## config.mk

```make
export PLATFORM = sky130hd
export DESIGN_NAME = dram_mux_addr
export DESIGN_NICKNAME = d
export VERILOG_FILES = /design/src/rtl/dram_pkg.sv /design/src/rtl/dram_cell_array.sv /design/src/rtl/dram_row_ctrl.sv /design/src/rtl/dram_col_unit.sv /design/src/rtl/dram_retention.sv /design/src/rtl/dram_mux_addr.sv
export SDC_FILE = /design/constraint.sdc
export NUM_CORES = 1
export LEC_CHECK = 0
export BUFFER_PORTS_ARGS = -buffer_cell sky130_fd_sc_hd__buf_2
export CAP_MARGIN = 20
export CELL_PAD_IN_SITES_DETAIL_PLACEMENT = 1
export CELL_PAD_IN_SITES_GLOBAL_PLACEMENT = 1
export CORE_MARGIN = 3
export CORE_UTILIZATION = 51
export CTS_CLUSTER_DIAMETER = 80
export DETAILED_ROUTE_END_ITERATION = 10
export GPL_TIMING_DRIVEN = 0
export PLACE_DENSITY_LB_ADDON = 0.3
export SLEW_MARGIN = 20
export SYNTH_ARGS = -nofsm -noshare
export SYNTH_HDL_FRONTEND = slang
export SYNTH_SLANG_ARGS = --single-unit
```

## constraint.sdc

```tcl
create_clock -name clk -period 2.75 [get_ports clk]
set_input_delay 0.1375 -clock clk [delete_from_list [all_inputs] [get_ports clk]]
set_output_delay 0.1375 -clock clk [all_outputs]
set_load 0.01 [all_outputs]
```

## src/rtl/dram_pkg.sv

```systemverilog
package dram_pkg;

    typedef enum logic {
        ROW_IDLE = 1'b0,
        ROW_OPEN = 1'b1
    } row_state_e;

    typedef struct packed {
        logic       active;
        logic       wr;
        logic [1:0] beat;
    } burst_t;

    function automatic logic [1:0] wrap_beat(input logic [1:0] base_lo,
                                             input logic [1:0] beat);
        return base_lo + beat;
    endfunction

    function automatic logic last_beat(input logic [1:0] beat);
        return beat == 2'd3;
    endfunction

endpackage

```

## src/rtl/dram_cell_array.sv

```systemverilog
module dram_cell_array #(
    parameter int AW   = 4,
    parameter int ROWS = 16,
    parameter int COLS = 16
) (
    input  logic            clk,
    input  logic            rst,
    input  logic [AW-1:0]   rd_row,
    output logic [COLS-1:0] rd_data,
    input  logic            wb_en,
    input  logic [AW-1:0]   wb_row,
    input  logic [COLS-1:0] wb_data
);
    logic [COLS-1:0] cells [ROWS];

    always_ff @(posedge clk) begin
        if (rst) begin
            for (int i = 0; i < ROWS; i++) cells[i] <= '0;
        end else if (wb_en) begin
            cells[wb_row] <= wb_data;
        end
    end

    assign rd_data = cells[rd_row];
endmodule

```

## src/rtl/dram_row_ctrl.sv

```systemverilog
module dram_row_ctrl
    import dram_pkg::*;
#(
    parameter int AW = 4
) (
    input  logic          clk,
    input  logic          rst,
    input  logic          ras,
    input  logic [AW-1:0] addr,
    output logic          row_open,
    output logic [AW-1:0] row_q,
    output logic          load_en,
    output logic          close_en
);
    row_state_e state_q;

    assign row_open = (state_q == ROW_OPEN);
    assign load_en  = ras && !row_open;
    assign close_en = !ras && row_open;

    always_ff @(posedge clk) begin
        if (rst) begin
            state_q <= ROW_IDLE;
            row_q   <= '0;
        end else if (load_en) begin
            state_q <= ROW_OPEN;
            row_q   <= addr;
        end else if (close_en) begin
            state_q <= ROW_IDLE;
        end
    end
endmodule

```

## src/rtl/dram_col_unit.sv

```systemverilog
module dram_col_unit
    import dram_pkg::*;
#(
    parameter int AW   = 4,
    parameter int COLS = 16
) (
    input  logic            clk,
    input  logic            rst,
    input  logic            row_open,
    input  logic            ras,
    input  logic            cas,
    input  logic            we,
    input  logic            nib,
    input  logic            din,
    input  logic [AW-1:0]   addr,
    input  logic            load_en,
    input  logic [COLS-1:0] load_data,
    output logic [COLS-1:0] latches,
    output logic            dout,
    output logic            dout_vld,
    output logic            err
);
    logic          cas_q;
    burst_t        bst_q;
    logic [AW-1:0] base_q;
    logic          cas_edge, start, bad, beat_go, acc_go, acc_wr;
    logic [AW-1:0] acc_col, burst_col;

    assign cas_edge = cas && !cas_q;
    assign start    = cas_edge && row_open && ras && !bst_q.active;
    assign bad      = cas_edge && !(row_open && ras);
    assign beat_go  = bst_q.active && row_open && ras;
    assign acc_go   = start || beat_go;
    assign acc_wr   = start ? we : bst_q.wr;

    always_comb begin
        burst_col      = base_q;
        burst_col[1:0] = wrap_beat(base_q[1:0], bst_q.beat);
        acc_col        = start ? addr : burst_col;
    end

    always_ff @(posedge clk) begin
        if (rst) begin
            cas_q    <= 1'b0;
            latches  <= '0;
            dout     <= 1'b0;
            dout_vld <= 1'b0;
            err      <= 1'b0;
        end else begin
            cas_q    <= cas;
            err      <= bad;
            dout_vld <= acc_go && !acc_wr;
            if (acc_go && !acc_wr) dout <= latches[acc_col];
            if (load_en) latches <= load_data;
            else if (acc_go && acc_wr) latches[acc_col] <= din;
        end
    end

    always_ff @(posedge clk) begin
        if (rst) begin
            bst_q  <= '0;
            base_q <= '0;
        end else if (start && nib) begin
            bst_q.active <= 1'b1;
            bst_q.wr     <= we;
            bst_q.beat   <= 2'd1;
            base_q       <= addr;
        end else if (bst_q.active) begin
            if (!beat_go || last_beat(bst_q.beat)) bst_q.active <= 1'b0;
            bst_q.beat <= bst_q.beat + 2'd1;
        end
    end
endmodule

```

## src/rtl/dram_retention.sv

```systemverilog
module dram_retention #(
    parameter int AW        = 4,
    parameter int ROWS      = 16,
    parameter int RET_LIMIT = 1048576
) (
    input  logic          clk,
    input  logic          rst,
    input  logic          load_en,
    input  logic [AW-1:0] addr,
    input  logic          close_en,
    input  logic [AW-1:0] row_q,
    output logic          ret_err
);
    localparam int AGE_W = $clog2(RET_LIMIT + 1);
    localparam logic [AGE_W-1:0] LIMIT = AGE_W'(RET_LIMIT);

    logic [ROWS-1:0] hit;

    for (genvar r = 0; r < ROWS; r++) begin : g_age
        logic [AGE_W-1:0] age_q;
        logic             touch;
        assign touch = (load_en && addr == AW'(r)) || (close_en && row_q == AW'(r));
        assign hit[r] = (age_q == LIMIT);
        always_ff @(posedge clk) begin
            if (rst || touch)   age_q <= '0;
            else if (!hit[r])   age_q <= age_q + 1'b1;
        end
    end

    always_ff @(posedge clk) begin
        if (rst) ret_err <= 1'b0;
        else     ret_err <= ret_err || (|hit);
    end
endmodule

```

## src/rtl/dram_mux_addr.sv

```systemverilog
module dram_mux_addr
    import dram_pkg::*;
#(
    parameter int ADDR_W    = 4,
    parameter int RET_LIMIT = 1048576
) (
    input  logic              clk,
    input  logic              rst,
    input  logic [ADDR_W-1:0] addr,
    input  logic              ras,
    input  logic              cas,
    input  logic              we,
    input  logic              nib,
    input  logic              din,
    output logic              dout,
    output logic              dout_vld,
    output logic              err,
    output logic              ret_err
);
    localparam int ROWS = 1 << ADDR_W;
    localparam int COLS = 1 << ADDR_W;

    logic              row_open, load_en, close_en;
    logic [ADDR_W-1:0] row_q;
    logic [COLS-1:0]   rd_data, latches;

    dram_row_ctrl #(.AW(ADDR_W)) u_row (
        .clk(clk), .rst(rst), .ras(ras), .addr(addr),
        .row_open(row_open), .row_q(row_q),
        .load_en(load_en), .close_en(close_en)
    );

    dram_cell_array #(.AW(ADDR_W), .ROWS(ROWS), .COLS(COLS)) u_array (
        .clk(clk), .rst(rst), .rd_row(addr), .rd_data(rd_data),
        .wb_en(close_en), .wb_row(row_q), .wb_data(latches)
    );

    dram_col_unit #(.AW(ADDR_W), .COLS(COLS)) u_col (
        .clk(clk), .rst(rst), .row_open(row_open), .ras(ras), .cas(cas),
        .we(we), .nib(nib), .din(din), .addr(addr),
        .load_en(load_en), .load_data(rd_data), .latches(latches),
        .dout(dout), .dout_vld(dout_vld), .err(err)
    );

    dram_retention #(.AW(ADDR_W), .ROWS(ROWS), .RET_LIMIT(RET_LIMIT)) u_ret (
        .clk(clk), .rst(rst), .load_en(load_en), .addr(addr),
        .close_en(close_en), .row_q(row_q), .ret_err(ret_err)
    );
endmodule

```

# Yosys cells after proc, flatten, opt, wreduce, memory -nomap -nowiden
# Memories as Yosys holds them, arrays and structs flattened.
# Index checks and enable logic that the tools add are counted.
classes:
  add_sub_neg: 18
  n_lt_le_gt_ge: 2
  eq_ne: 47
  n_mux: 24
  n_reduce_logical: 96
ops:
  columns: ["operator", "n"]
  rows:
  - ["$add A21 B1 Y21 const B", 16]
  - ["$eq A21 B21 Y1 const B", 16]
  - ["$eq A4 B4 Y1 const B", 16]
  - ["$mux W16", 3]
  - ["$logic_and A1 B1 Y1", 46]
  - ["$logic_or A1 B1 Y1", 35]
  - ["$eq A4 B3 Y1 const B", 8]
  - ["$reduce_or A16 Y1", 2]
  - ["$bwmux W16", 1]
  - ["$eq A4 B2 Y1 const B", 4]
  - ["$mux W1", 16]
  - ["$eq A4 B1 Y1 const B", 2]
  - ["$logic_not A4 Y1", 2]
  - ["$mux W4", 2]
  - ["$logic_not A1 Y1", 7]
  - ["$reduce_bool A2 Y1", 3]
  - ["$lt A4 B5 Y1 const B", 1]
  - ["$bmux W1 S4", 1]
  - ["$demux W1 S4", 1]
  - ["$ge A4 B1 Y1 const B", 1]
  - ["$add A2 B1 Y2 const B", 1]
  - ["$add A2 B2 Y2", 1]
  - ["$eq A2 B2 Y1 const B", 1]
  - ["$reduce_or A2 Y1", 1]
totals:
  reg_bits: 370
  ram_bits: 256
  input_bits: 11
  elab_cells: 217
  n_memories: 1
mem_list:
  columns: ["memory", "depth", "word_bits", "rd", "rd_ports_with_merged_regs", "wr", "line", "rtl"]
  rows:
  - ["u_array.cells", 16, 16, 1, 0, 16, "dram_cell_array.sv:14", "logic [COLS-1:0] cells [ROWS];"]

# Logic depth before layout (Yosys ltp)
logic_depth:
  ltp_word: 13
  ltp_mapped: 9
  mapped_depth_nobuf: 8

# Modules after synthesis
# From an unflattened synthesis, not the netlist that was laid out.
hier_totals:
  hier_cells: 2746
  area_unflattened_um2: 28994.1
by_module_without_submodules:
  columns: ["module", "n_inst", "cells_per_inst", "area_per_inst_um2"]
  rows:
  - ["dram_retention", 1, 1801, 15387.3]
  - ["dram_cell_array", 1, 722, 11537.3]
  - ["dram_col_unit", 1, 203, 1856.8]
  - ["dram_row_ctrl", 1, 20, 212.7]

# Worst setup path after synthesis
# OpenSTA, ideal clock, no wires.
synth_path:
  path_kind: "register -> register"
  from: "register u_row.state_q, in the netlist u_row.row_open"
  to: "register u_ret.g_age[0].age_q[0]"
  setup_ps: 128
  arrival_time_ps: 1981
  required_time_ps: 2622
  slack_ps: 642
  path_stages_with_launch: 8
  period_less_slack_ps: 2108
  cell_sequence: "dfxtp_1 > ha_1 > inv_1 > nor3_1 > a21o_1 > o21bai_1 > clkbuf_1 > nor2_1"
synth_via:
  elab_chain_cells: 5
  word_cells_on_any_way: 7
  cone_classes: "reduce/logical: 7"
synth_rtl:
  columns: ["element", "line", "rtl"]
  rows:
  - ["start, declared", "dram_row_ctrl.sv:15", "row_state_e state_q;"]
  - ["start signal, assigned", "dram_row_ctrl.sv:23", "state_q <= ROW_IDLE;"]
  - ["start signal, assigned", "dram_row_ctrl.sv:26", "state_q <= ROW_OPEN;"]
  - ["start signal, assigned", "dram_row_ctrl.sv:29", "state_q <= ROW_IDLE;"]
  - ["$logic_not A1 Y1", "dram_row_ctrl.sv:18", "assign load_en = ras && !row_open;"]
  - ["$logic_and A1 B1 Y1", "dram_row_ctrl.sv:18", null]
  - ["$logic_and A1 B1 Y1", "dram_retention.sv:22", "assign touch = (load_en && addr == AW'(r)) || (close_en && row_q == AW'(r));"]
  - ["$logic_or A1 B1 Y1 (*)", "dram_retention.sv:22", null]
  - ["$logic_or A1 B1 Y1 (*)", "dram_retention.sv:25", "if (rst || touch) age_q <= '0;"]
  - ["end signal, assigned", "dram_retention.sv:26", "else if (!hit[r]) age_q <= age_q + 1'b1;"]
  - ["end, declared", "dram_retention.sv:20", "logic [AGE_W-1:0] age_q;"]
# Every way passes the cells marked *; elsewhere a longest branch is shown, timed or not.
# A chain may end at the register's enable or synchronous reset.

==> results_dict.tcl <==
set metrics [dict create \
    tns_ps -3230 \
    placed_area_um2 29700 \
    seq_area_um2 15100 \
    dp_hpwl_um 51400 \
    cts_post_setup_buffers_inserted 0 \
    grt_pass1_wl_um 125000 \
    h-tree-depth 3 \
    grt_overflow 0 \
    fin_ws_ps -95.2 \
    syn_area_per_cell_um2 10.6 \
    drt-met1-wl_um 31600 \
    p_leak_uw 0.0115 \
    rrSetupSlack_ps -100 \
    async_flop_share 0 \
    drtAntennaViolNets 0 \
    tightest_slew_ps 1060 \
    ir_drop_v 0.000550 \
    drv_slew 0 \
    drt-initial-drc-count 1506 \
    synth_compound_area_frac 0.0418 \
    ys_types 59 \
    hp-class "in2reg" \
    clkSlewWorstSetupHoldPaths_ps 60 \
    slowest_stage "nor2_1" \
    synth_nets 2760 \
    routed.top_layer "met5" \
    final_layout_size_suffix_gt1_frac 0.108 \
    rsz0062_at_grt "true" \
    nets 2845 \
    drc 0 \
    ys_seq_area_frac 0.526 \
    grt_max_degree 18 \
    die_w_um 243 \
    fmax_mhz 351 \
    hold_viol 0 \
    routed_wl_um 77900 \
    relSlewSlack 0.294 \
    place_ws_ps -301 \
    crit_path_start_kind "flop" \
    cts_tree "yes" \
    multi_input_area_um2 13100 \
    synthFlopType "dfxtp_1" \
    io_buffers 11 \
    max_cap_violations 0 \
    start_util 0.518 \
    vias 21200 \
    cp_cell_sequence "clkbuf_1 -> nor2b_1 -> nand2_1 -> nor2_1 -> clkbuf_1 -> and2_1" \
    synth_xor_area_frac 0.0838 \
    design_area_um2 32300 \
    synth_most_common_cell "nor2_1" \
    cp_data_arrival_time_ps 3330 \
    status "complete, but fails checks" \
    power_density_nw_per_um2 651 \
    cts_buffers 69 \
    clock_latency_ps 630 \
    worstSetupPathType "reg2reg" \
    wl_per_cell_um 21.6 \
    yosysTopAreaCellShare 0.268 \
    crit_top_cell "clkbuf_1" \
    setup_viol 70 \
    cts_root_buffer "clkbuf_16" \
    yosys.area_share.simple 0.237 \
    ios 15 \
    rows 86 \
    route.met3.wl_um 4140 \
    synth_mux_area_frac 0.0724 \
    cp-end-kind "flop" \
    vias_per_cell 5.89 \
    syn-cell-area_um2 28700 \
    yosys-top-cells-count "nor2_1, dfxtp_1, and2_1, edfxtp_1, xor2_1" \
    die_h_um 243 \
    worstPathRequired_ps 3240 \
    path_max_fanout 10 \
    fillCellCount 5957 \
    synth_adder_area_share 0.0161 \
    antenna_found_initial 3 \
    coreArea_um2 55400 \
    fin_crit_ps 2850 \
    violations "negative setup slack" \
    dieArea_um2 59200 \
    post-synth-top-area-cell "edfxtp_1" \
    clock_skew_ps 33.1 \
    syn_inst 2712 \
    synth_edf_count 256 \
    ys_ff_latch 626 \
    cts_sinks 626 \
    syn2layout_area_growth_pct 12.5 \
    grt_usage 0.263 \
    ys.warnings.count 0 \
    drt_pass1_iterations 5 \
    synth_top_family_by_area "simple AND/OR/NAND/NOR gates" \
    yosys-top-cells-area "edfxtp_1, dfxtp_1, mux4_2" \
    gp_congestion 0.880 \
    grt_pass1_vias 22800 \
    slowest_delay_ps 490 \
    clockBufferDepth 3 \
    finalCritPeriodShare 1.03 \
    met2WireLength_um 39400 \
]
## placed cells by master (no fill, tap or decap), types with 10 or more instances in the layout
| cell | n |
|---|---|
| or3b_2 | 10 |
| mux2i_1 | 21 |
| ha_1 | 37 |
| clkbuf_2 | 28 |
| a21oi_1 | 57 |
| buf_2 | 31 |
| nand2b_1 | 14 |
| inv_1 | 64 |
| o21ai_0 | 56 |
| clkbuf_1 | 59 |
| a311oi_1 | 17 |
| nand4_1 | 50 |
| and3_1 | 42 |
| nor4b_1 | 34 |
| or3_1 | 37 |
| mux4_2 | 81 |
| xor2_1 | 176 |
| edfxtp_1 | 256 |
| nor3_1 | 32 |
| xnor2_1 | 96 |
| nand2_1 | 150 |
| and2_1 | 267 |
| nor4_1 | 53 |
| nor2_1 | 404 |
| and4_1 | 32 |
| o21bai_1 | 16 |
| nand3_1 | 145 |
| dfxtp_1 | 370 |
| clkbuf_16 | 69 |
## power by group
group | leakage [uW] | switching, uW | internal (uW)
clock | 0.00115 | 3960 | 5770
sequential | 0.00563 | 225 | 9880
combinational | 0.00469 | 743 | 443
total | 0.0115 | 4930 | 16100
## per-layer routing
metal,vias to the layer above,GRT usage
li1,9709,-
met2,616,0.466
met1,10700,0.321
met5,-,0
met4,2,0.105
met3,177,0.0428
## sequential cells by signal (all words and copies together), names as in the netlist
name               count
u_array.cells        256
u_col.base_q           4
u_row.row_q            4
u_col.err              1
u_col.cas_q            1
u_col.bst_q            4
u_col.dout             1
u_row.row_open         1
u_col.dout_vld         1
u_col.latches         16
u_ret.g_age.age_q    336
u_ret.ret_err          1
## what timing repair did
action	CTS	global route
resized for setup	25	68
pin swaps	0	0
hold buffers	5	0
hold endpoints to repair	16	0
endpoints found under the setup margin	348	477
## per-stage QoR
step                instances  hold WS [ps]  power (uW)  utilization
floorplan                2712           236       11000            -
global placement         3471           432       11300        0.536
detailed placement       3471           439       11400        0.536
CTS                      3601           175       21100        0.581
global route             3601           220       21700        0.583
finish                   3602           213       21000        0.583
## worst max-delay path, delay by kind of cell (launching register included)
| family | cells | cell delay, ps |
|---|---|---|
| buf+inv | 2 | 910 |
| flops | 1 | 320 |
| simple gates | 4 | 1480 |
## final cells by class
class                   instances  area share
plain buffers                 101      0.0136
well taps                     748      0.0290
multi-input cells            1918       0.406
flip-flops and latches        626       0.467
inverters                      65     0.00755
clock buffers                  90      0.0587
diodes                          3    0.000232
clock inverters                35      0.0146
repair buffers                 16     0.00325
## cell families after synthesis
kind of cell,after synthesis
AO/OA/AOI/OAI,190
XOR/XNOR,273
adder cells (fa/ha/maj),37
buffers and inverters,168
flip-flops,626
multiplexers,106
AND/OR/NAND/NOR,1312
## worst paths after layout
path,startpoint,to,cells after the start
setup / recovery,u_row.row_q[0],u_array.cells[9][13],6
hold / removal,addr[0],u_col.base_q[0],4
setup reg to reg,u_row.row_q[0],u_array.cells[9][13],6
hold reg to reg,u_col.base_q[0],u_col.base_q[0],2
Note: power is estimated with default switching activity, not from simulation.
